### config.mk
export PLATFORM = sky130hd
export DESIGN_NAME = irq_cache_quiesce
export DESIGN_NICKNAME = d
export VERILOG_FILES = /design/src/rtl/irq_cache_quiesce.sv
export SDC_FILE = /design/constraint.sdc
export NUM_CORES = 1
export LEC_CHECK = 0
export BUFFER_PORTS_ARGS = -buffer_cell sky130_fd_sc_hd__buf_2
export CORE_UTILIZATION = 52
export DETAILED_ROUTE_END_ITERATION = 8
export PLACE_DENSITY_LB_ADDON = 0.2
export SLEW_MARGIN = 25
export SYNTH_ARGS = -nofsm -noshare
export SYNTH_HDL_FRONTEND = slang
export SYNTH_SLANG_ARGS = --single-unit
### constraint.sdc
create_clock -name clk -period 3.15 [get_ports clk]
set_input_delay 0.315 -clock clk [delete_from_list [all_inputs] [get_ports clk]]
set_output_delay 0.315 -clock clk [all_outputs]
set_load 0.1 [all_outputs]
### src/rtl/irq_cache_quiesce.sv
module irq_cache_quiesce #(
  parameter int DW = 16,
  parameter int AW = 16,
  parameter int BLK_WORDS = 4,
  parameter int CW = 8
) (
  input  logic          clk,
  input  logic          rst_n,
  input  logic          irq_req,
  input  logic          wb_push,
  input  logic [DW-1:0] wb_wdata,
  output logic          wb_ready,
  output logic          mw_req,
  output logic [DW-1:0] mw_data,
  input  logic          mw_ack,
  input  logic          ld_req,
  input  logic          ld_alloc,
  output logic          ld_busy,
  output logic          mr_req,
  input  logic          mr_ack,
  output logic          inst_valid,
  output logic          inst_victim,
  output logic          vec_ready,
  input  logic          hv_valid,
  input  logic [AW-1:0] hv_addr,
  output logic          fetch_valid,
  output logic [AW-1:0] fetch_addr,
  output logic [CW-1:0] sync_cycles
);
  localparam int BW = $clog2(BLK_WORDS + 1);

  typedef enum logic [2:0] {L_IDLE, L_WORD, L_FLUSH, L_RELOAD, L_INST} ld_t;

  ld_t           lst;
  logic [DW-1:0] wb_mem [2];
  logic          wb_head;
  logic [1:0]    wb_cnt;
  logic [BW-1:0] left;
  logic          syncing;
  logic          p1v;
  logic [AW-1:0] p1a;

  wire wb_take  = wb_push && wb_ready;
  wire wb_pop   = (wb_cnt != 2'd0) && mw_ack;
  wire irq_take = irq_req && !syncing && !vec_ready;
  wire ld_take  = ld_req && lst == L_IDLE && !syncing && !vec_ready && !irq_req;
  wire done     = syncing && wb_cnt == 2'd0 && lst == L_IDLE;
  wire hv_take  = vec_ready && hv_valid;

  assign wb_ready    = wb_cnt != 2'd2 && !syncing && !vec_ready && lst != L_FLUSH;
  assign mw_req      = wb_cnt != 2'd0;
  assign mw_data     = wb_mem[wb_head];
  assign ld_busy     = lst != L_IDLE;
  assign mr_req      = lst == L_WORD || lst == L_RELOAD;
  assign inst_valid  = lst == L_INST;
  assign inst_victim = inst_valid && syncing;

  always_ff @(posedge clk) begin
    if (!rst_n) begin
      wb_head <= 1'b0;
      wb_cnt  <= 2'd0;
    end else begin
      if (wb_take) wb_mem[wb_head ^ wb_cnt[0]] <= wb_wdata;
      if (wb_pop) wb_head <= ~wb_head;
      wb_cnt <= wb_cnt + {1'b0, wb_take} - {1'b0, wb_pop};
    end
  end

  always_ff @(posedge clk) begin
    if (!rst_n) begin
      lst  <= L_IDLE;
      left <= '0;
    end else begin
      unique case (lst)
        L_IDLE: if (ld_take) begin
          lst  <= ld_alloc ? L_FLUSH : L_WORD;
          left <= BW'(BLK_WORDS);
        end
        L_WORD:  if (mr_ack) lst <= L_IDLE;
        L_FLUSH: if (wb_cnt == 2'd0) lst <= L_RELOAD;
        L_RELOAD: if (mr_ack) begin
          left <= left - 1'b1;
          if (left == BW'(1)) lst <= L_INST;
        end
        L_INST:  lst <= L_IDLE;
        default: lst <= L_IDLE;
      endcase
    end
  end

  always_ff @(posedge clk) begin
    if (!rst_n) begin
      syncing     <= 1'b0;
      vec_ready   <= 1'b0;
      sync_cycles <= '0;
      p1v         <= 1'b0;
      p1a         <= '0;
      fetch_valid <= 1'b0;
      fetch_addr  <= '0;
    end else begin
      if (irq_take) begin
        syncing     <= 1'b1;
        sync_cycles <= '0;
      end else if (syncing) begin
        sync_cycles <= sync_cycles + CW'(sync_cycles != '1);
        if (done) begin
          syncing   <= 1'b0;
          vec_ready <= 1'b1;
        end
      end
      if (hv_take) vec_ready <= 1'b0;
      p1v <= hv_take;
      if (hv_take) p1a <= hv_addr;
      fetch_valid <= p1v;
      if (p1v) fetch_addr <= p1a;
    end
  end
endmodule

### Word level (Yosys, flattened, before mapping)

Memories as Yosys holds them, arrays and structs flattened. A register that Yosys moved wholly into a read port is not among the register bits.
Cells that the tools add are included.

* input bits: 41
* RAM bits: 32
* word-level logic and storage cells: 80
* memories kept: 1
* register bits: 53
* output and inout bits: 48

Memory list
* wb_mem: depth 2, width 16, read ports 1, clocked after Yosys merged registers in 1, wr ports 1, line 35 `logic [DW-1:0] wb_mem [2];`

* add/subtract/negate cells: 4
* reduce and logical (&&, ||, !) cells: 29
* bitwise operators: 4
* eq/ne operators: 13
* multiplexer cells: 18

Operators by type and width (count)
* 3-bit 2-to-1 mux: 7
* 1-bit logical AND: 15
* 3-bit case mux with 4 select lines: 1
* 2-bit inequality test (second input constant): 5
* 8-bit by 1-bit adder with 8-bit output: 1
* 1-bit 2-to-1 mux: 8
* 8-bit inequality test (second input constant): 1
* 3-bit by 1-bit == test with 1-bit output (second input constant): 2
* 3-bit by 2-bit == test with 1-bit output (second input constant): 2
* 3-bit case mux with 2 select lines: 1
* 3-bit AND reduction: 2
* 5-bit AND reduction: 1
* 2-bit nonzero test: 2
* 2-bit OR reduction: 2
* 3-bit == test (second input constant): 1
* 1-bit logical NOT: 3
* 3-bit logical NOT: 1
* 3-bit by 2-bit inequality test with 1-bit output (second input constant): 1
* 1-bit inverter: 3
* 3-bit nonzero test: 1
* 3-bit by 1-bit subtractor with 3-bit output (second input constant): 1
* 2-bit by 1-bit adder with 2-bit output: 1
* 2-bit logical NOT: 1
* 2-bit 2-to-1 mux: 1
* 4 further kinds: 4

### Depth between registers and ports, before layout

Gate-level depths: netlist of the first run.

* depth in word-level cells: 8
* mapped depth: 10
* depth with buffers taken out: 10

### Least setup slack after synthesis of the first run

Ideal clock, no wire load.

* kind: register -> output
* start point: register lst[1]
* end point: output inst_victim
* data required time: 2835 ps
* setup slack: -828 ps
* stages on the path, launching flop included: 4
* path buffers: 1
* arrival time: 3663 ps
* cell sequence: dfxtp_1 clkbuf_1 nor3b_1 and2_1

* word-level cells in the longest chain between the ends: 2

Ends and longest elaborated chain
* start, declared: line 34 `ld_t lst;`
* start signal, assigned: line 76 `lst <= ld_alloc ? L_FLUSH : L_WORD;`
* 3-bit == test: line 55 `assign inst_valid = lst == L_INST;`
* net inst_valid: line 21 `output logic inst_valid,`
* 1-bit logical AND: line 56 `assign inst_victim = inst_valid && syncing;`
* end, declared: line 22 `output logic inst_victim,`

The timed path passes the listed nets, and every way through them passes these cells.

### Worst setup path after layout of the first run

* start point: register lst[0]
* end point: output wb_ready

* word-level cells in the longest chain between the ends: 2

Ends and longest elaborated chain
* 3-bit by 2-bit inequality test with 1-bit output: line 50 `assign wb_ready = wb_cnt != 2'd2 && !syncing && !vec_ready && lst != L_FLUSH;`
* 1-bit logical AND: line 50
* end, declared: line 12 `output logic wb_ready,`

No other way between the ends.

==> flow_metrics.py, run 1 <==
metrics = {
    "status": {
        "status": "finished, final reports clean",
    },
    "power_and_ir_drop": {
        "cellLeakagePower_nw": 1.708,
        "powerDensity_nw_per_um2": 844.2,
        "vdd_drop_max_uv": 462.5,
    },
    "sta": {
        "max_clock_freq_mhz": 458.9,
        "final_max_slew_viol_count": 0,
        "hold_viol": 0,
        "finalClockSkew_ps": 8.622,
        "rsz0062_at_grt": "no",
        "slew_headroom_pct": 36.35,
        "tightest_slew_ps": 953.5,
        "min_period_over_period_pct": 69.18,
        "min_period_ps": 2179,
        "finalSetupViolCount": 0,
        "timing.setup.tns_ps": 0,
    },
    "routing": {
        "wl_mm": 6.126,
        "post_drt_wl_per_cell_um": 14.38,
        "viasPerCell": 5.270,
        "drc": 0,
        "first_pass_iters": 4,
        "num_vias": 2245,
        "antenna_left": 0,
        "drt_iter0_drc": 111,
    },
    "synth": {
        "synth_ff_type": "dfxtp_1",
        "postSynthAreaPerCell_um2": 12.91,
        "syn_inst": 257,
        "synth_area_um2": 3317,
        "ys_seq_area_share_pct": 61.56,
        "syn_nets": 304,
        "synth_seq_cells": 86,
        "yosys_warnings": 0,
        "synth_edf_count": 32,
        "ys_types": 43,
        "async_reset_ff_share_pct": 0,
    },
    "grt": {
        "grt-ovfl-total": 0,
        "first_global_vias": 2144,
        "grt_max_degree": 33,
        "antenna_found_initial": 0,
        "grt.total_usage_pct": 19.57,
        "grt_pass1_wl_mm": 9.666,
    },
    "clock_tree": {
        "clkSinkCount": 86,
        "hold_buffers": 0,
        "cts_resized": 0,
        "cts_root_buffer": "clkbuf_8",
        "cts_buffer_depth": 2,
        "post_cts_buffers": 0,
        "clk_latency_ps": 340,
        "cts_max_level": 3,
        "cts_tree": "done",
        "cts_buffers": 9,
        "clk_pin_slew_ps": 90,
    },
    "run": {
        "cap_viol_max_count": 0,
    },
    "finish": {
        "nNetsFinal": 393,
        "drive_gt1_share_pct": 37.04,
        "syn_to_final_growth_pct": 23.61,
        "antenna_cells": 0,
        "final_cell_mix": "buf_2, dfxtp_1, edfxtp_1",
        "final_common_cell": "buf_2",
        "utilization_pct": 68.04,
    },
    "place": {
        "portBuffers": 88,
        "place_congestion": 0.7951,
        "dp_hpwl_mm": 4.217,
    },
    "floorplanning": {
        "die_x_um": 81.87,
        "dieArea_um2": 6702,
        "start_util_pct": 55.05,
        "die_h_um": 81.87,
        "std_cell_rows": 28,
        "fp.coreArea_um2": 6026,
        "io_pins": 89,
    },
    "worst_setup_path": {
        "r2r_start": "lst[0]",
        "critPathLaunchType": "register",
        "path_max_fanout": 6,
        "cp.required_ps": 2830,
        "cp-end-kind": "primary output",
        "path_class": "reg2out",
        "regToRegSetupSlack_ps": 1030,
        "arrival_ps": 1860,
        "startpoint": "lst[0]",
    },
    "worst_hold_path": {
        "min-delay-start": "wb_wdata[8]",
        "hold_class": "in2reg",
    },
}
[power by group]
group / switching, mW / total (mW) / leakage, nW / internal, mW
Combinational: 0.852 / 1.11 / 0.849 / 0.256
Sequential: 0.0931 / 1.36 / 0.728 / 1.26
Clock: 0.387 / 0.998 / 0.130 / 0.611
Total: 1.33 / 3.46 / 1.71 / 2.13
[cells in the mapped netlist (all sizes together), types with 5 or more instances]
cell type  instances  area share [%]
inv                8            0.91
clkbuf             5            0.57
nor2               9             1.0
nor2b             18             3.4
a22o              16             4.2
dfxtp             54              33
mux2              16             5.4
ha                 6             2.3
mux2i             18             5.4
edfxtp            32              29
buf                8             1.2
nand2              6            0.68
and2               6             1.1
[critical path, stage by stage (launching register included)]
cell      delay, ps
dfxtp_1         430
nor2_1          100
a2111o_1        470
inv_1            90
buf_2           430
[routing by layer]
layer	track usage (%)	routed length, um
met2	30.99	2829
met4	7.018	85
met3	8.111	473
met1	23.82	2738
met5	0	0
[final cells by class]
cell class	count	area, um2
inverters	8	30.03
well taps	75	93.84
flip-flops and latches	86	2042
clock inverters	7	145.1
clock buffers	9	123.9
multi-input cells	150	1202
fillers	483	1926
repair buffers	91	462.9
[kinds of logic after synthesis]
logic type | count (synthesis) | share of synthesized area [%]
compound gates | 37 | 9.053
fa+ha+maj | 6 | 2.263
xor+xnor | 7 | 1.848
flops | 86 | 61.56
mux | 34 | 10.86
buf+inv | 21 | 2.640
simple gates | 66 | 11.77
[flip-flops by register name (all words and copies together), names as in the netlist, named ones only]
register and count:
lst 3, left 3, wb_cnt 2, syncing 1, p1a 16, fetch_valid 1
wb_head 1, fetch_addr 16, vec_ready 1, sync_cycles 8, p1v 1, wb_mem 32
[metrics by stage]
| stage | hold slack (ps) | instances | area [um2] | worst slack, ps | power [mW] |
|---|---|---|---|---|---|
| 2_1_floorplan | 413.9 | 257 | 3322 | 249.6 | 2.313 |
| 3_3_place_gp | 462.7 | 410 | 3831 | 1101 | 2.480 |
| 3_5_place_dp | 467.9 | 410 | 3831 | 1040 | 2.498 |
| 4_1_cts | 139.3 | 426 | 4100 | 968.2 | 3.489 |
| 5_1_grt | 130.8 | 426 | 4100 | 857.1 | 3.610 |
| 6_report | 153.6 | 426 | 4100 | 970.9 | 3.462 |
[worst paths after layout]
path                        to  depth (start not counted)
setup / recovery      wb_ready                          4
hold / removal    wb_mem[0][8]                          1
hold reg to reg        p1a[14]                          1
setup reg to reg     wb_cnt[1]                         10
Power figures use the tool's default switching activity.
==> run 2, diff against run 1 <==
--- a/config.mk
+++ b/config.mk
@@ -6,7 +6,7 @@
 export NUM_CORES = 1
 export LEC_CHECK = 0
 export BUFFER_PORTS_ARGS = -buffer_cell sky130_fd_sc_hd__buf_2
-export CORE_UTILIZATION = 52
+export CORE_UTILIZATION = 47
 export DETAILED_ROUTE_END_ITERATION = 8
 export PLACE_DENSITY_LB_ADDON = 0.2
 export SLEW_MARGIN = 25
==> constraint.sdc (replaced) <==
create_clock -name clk -period 1.9 [get_ports clk]
set_input_delay 0.19 -clock clk [delete_from_list [all_inputs] [get_ports clk]]
set_output_delay 0.19 -clock clk [all_outputs]
set_load 0.1 [all_outputs]
==> run 2 against run 1 <==
The run now ends with setup timing left. Sequential cell count is the same. Sequential power increased by 59%. Via count rose by 3.0%. Register-to-register slack worse by 1100 ps. Clock power increased by 17%. Clock-buffer cell count stayed put. Non-clock buffer count grew 16. Sequential share of layout area down 1.7 points. Cell count is 8.7% higher. Global-route usage fell by 1.9 points. Combinational power increased by 110%. Critical endpoint is now wb_cnt[1].
==> flow_metrics.py, run 2 (synthesis gave the netlist of run 1 again) <==
metrics = {
    "clock_tree": {
        "clk_pin_slew_ps": 90,
        "cts_tree": "done",
        "clk_latency_ps": 350,
        "cts_root_buffer": "clkbuf_8",
        "cts_buffer_depth": 2,
        "clkSinkCount": 86,
        "cts_buffers": 9,
        "cts_max_level": 3,
    },
    "power_and_ir_drop": {
        "switching_share_pct": 41.80,
        "powerDensity_nw_per_um2": 1303,
        "cellLeakagePower_nw": 1.778,
        "p_int_mw": 3.272,
        "vdd_drop_max_uv": 599.7,
        "pwr-share-seq_pct": 38.4,
        "p_switching_mw": 2.350,
        "power_frac_comb_pct": 40.8,
        "p_clk_share_pct": 20.8,
    },
    "worst_hold_path": {
        "hold_depth": 1,
        "hold_class": "in2reg",
    },
    "routing": {
        "wl_met3_um": 352,
        "viasPerCell": 4.996,
        "wl_mm": 6.260,
        "routed.top_layer": "met4",
        "post_drt_wl_per_cell_um": 13.52,
        "drc": 0,
        "num_vias": 2313,
        "route.met2.wl_mm": 2.989,
        "wl_met1_mm": 2.766,
        "first_pass_iters": 4,
        "antenna_left": 0,
        "drt_iter0_drc": 54,
    },
    "grt": {
        "grt-ovfl-total": 0,
        "antenna_found_initial": 0,
        "grt_pass1_wl_mm": 9.949,
        "grt.total_usage_pct": 17.68,
        "first_global_vias": 2182,
        "grt_max_degree": 18,
    },
    "worst_setup_path": {
        "path_common_cell": "ha_4",
        "r2r_cells": 10,
        "cpMaxStageDelayCell": "a2111o_1",
        "crit_buf_inv": 2,
        "worstPathCellList": "nor2_2, a2111o_1, clkinvlp_4, nand2_2, ha_4, inv_2, ha_4, xnor2_2, xnor2_1, and2_1",
        "slowest_delay_ps": 460,
        "cp.required_ps": 2140,
        "arrival_ps": 2210,
        "critical_path.top_delay_family": "compound AO/OA/AOI/OAI gates",
        "cp.depth": 10,
        "path_max_fanout": 2,
        "path_class": "reg2reg",
        "critPathLaunchType": "register",
        "cp-end-kind": "register",
    },
    "place": {
        "dp_hpwl_mm": 4.267,
        "dp_slack_ps": -90.17,
        "dpl-instance-area_um2": 4055,
        "portBuffers": 88,
        "place_congestion": 0.7587,
    },
    "sta": {
        "finalClockSkew_ps": 6.972,
        "hold_viol": 0,
        "fin_ws_ps": -67.76,
        "timing.setup.tns_ps": -174.4,
        "slew_headroom_pct": 66.77,
        "min_period_over_period_pct": 103.6,
        "max_clock_freq_mhz": 508.2,
        "finalSetupViolCount": 17,
        "tightest_slew_ps": 501.8,
        "final_max_slew_viol_count": 0,
        "rsz0062_at_grt": "yes",
        "min_period_ps": 1968,
    },
    "floorplanning": {
        "die_x_um": 86.01,
        "io_pins": 89,
        "die_h_um": 86.01,
        "dieArea_um2": 7397,
        "std_cell_rows": 30,
        "start_util_pct": 48.82,
        "fp.coreArea_um2": 6794,
    },
    "finish": {
        "antenna_cells": 0,
        "fin_area_um2": 4313,
        "largest_reg_flops": 32,
        "nNetsFinal": 409,
        "final_cell_mix": "buf_2, dfxtp_1, edfxtp_1",
        "syn_to_final_growth_pct": 30.03,
        "drive_gt1_share_pct": 45.50,
        "final_common_cell": "buf_2",
    },
    "run": {
        "cap_viol_max_count": 0,
    },
    "status": {
        "violations": "setup timing",
        "status": "finished, violations left",
    },
}
run 2: through the flow:
step	hold WS [ps]	utilization [%]	total power, mW	cells
after detailed placement	382.1	59.69	4.354	444
after CTS	11.99	62.73	5.555	462
after floorplan	288.9	-	3.865	257
after global routing	0.9420	63.48	5.872	463
after global placement	377.7	59.69	4.327	444
final	26.98	63.48	5.621	463
run 2: final timing paths:
kind | to | slack (ps) | from
max | wb_cnt[1] | -70 | lst[0]
min | wb_mem[0][10] | 30 | wb_wdata[10]
max reg2reg | wb_cnt[1] | -70 | lst[0]
min reg2reg | p1a[0] | 480 | p1a[0]
run 2: area by class of cell:
| cell class | count | area (um2) |
|---|---|---|
| Multi-Input combinational cell | 150 | 1261 |
| Sequential cell | 86 | 2073 |
| Fill cell | 555 | 2481 |
| Clock inverter | 7 | 56.30 |
| Tap cell | 96 | 120.1 |
| Clock buffer | 9 | 123.9 |
| Timing Repair Buffer | 107 | 644.4 |
| Inverter | 8 | 33.78 |
run 2: worst register-to-register path: cells and delay by family, from the launching register on:
kind | cells | cell delay (ps)
AOI/OAI and AO/OA | 1 | 460
xor gates and xnor gates | 2 | 250
adders and majority gates | 2 | 420
buffers and inverters | 2 | 140
DFF | 1 | 350
and+or+nand+nor | 3 | 260
run 2: power by group through the flow:
stage	registers, mW	clock network (mW)	logic [mW]
floorplan	2.28	0	1.59
global placement	2.19	0	2.13
detailed placement	2.21	0	2.15
CTS	2.16	1.20	2.20
global route	2.17	1.29	2.41
finish	2.16	1.17	2.30
run 2: repair_timing:
item                                    CTS  global route
endpoints found under the setup margin    1             2
pin swaps                                 3             5
buffers inserted                          2             1
cloned                                    0             0
resized for setup                         3             9
hold buffers                              0             0
run 2: per-layer routing:
layer  vias up  global-route usage [%]
li1       1141                       -
met1      1084                   20.85
met2        74                   29.37
met3        14                   5.005
met4         0                   9.242
met5         -                       0
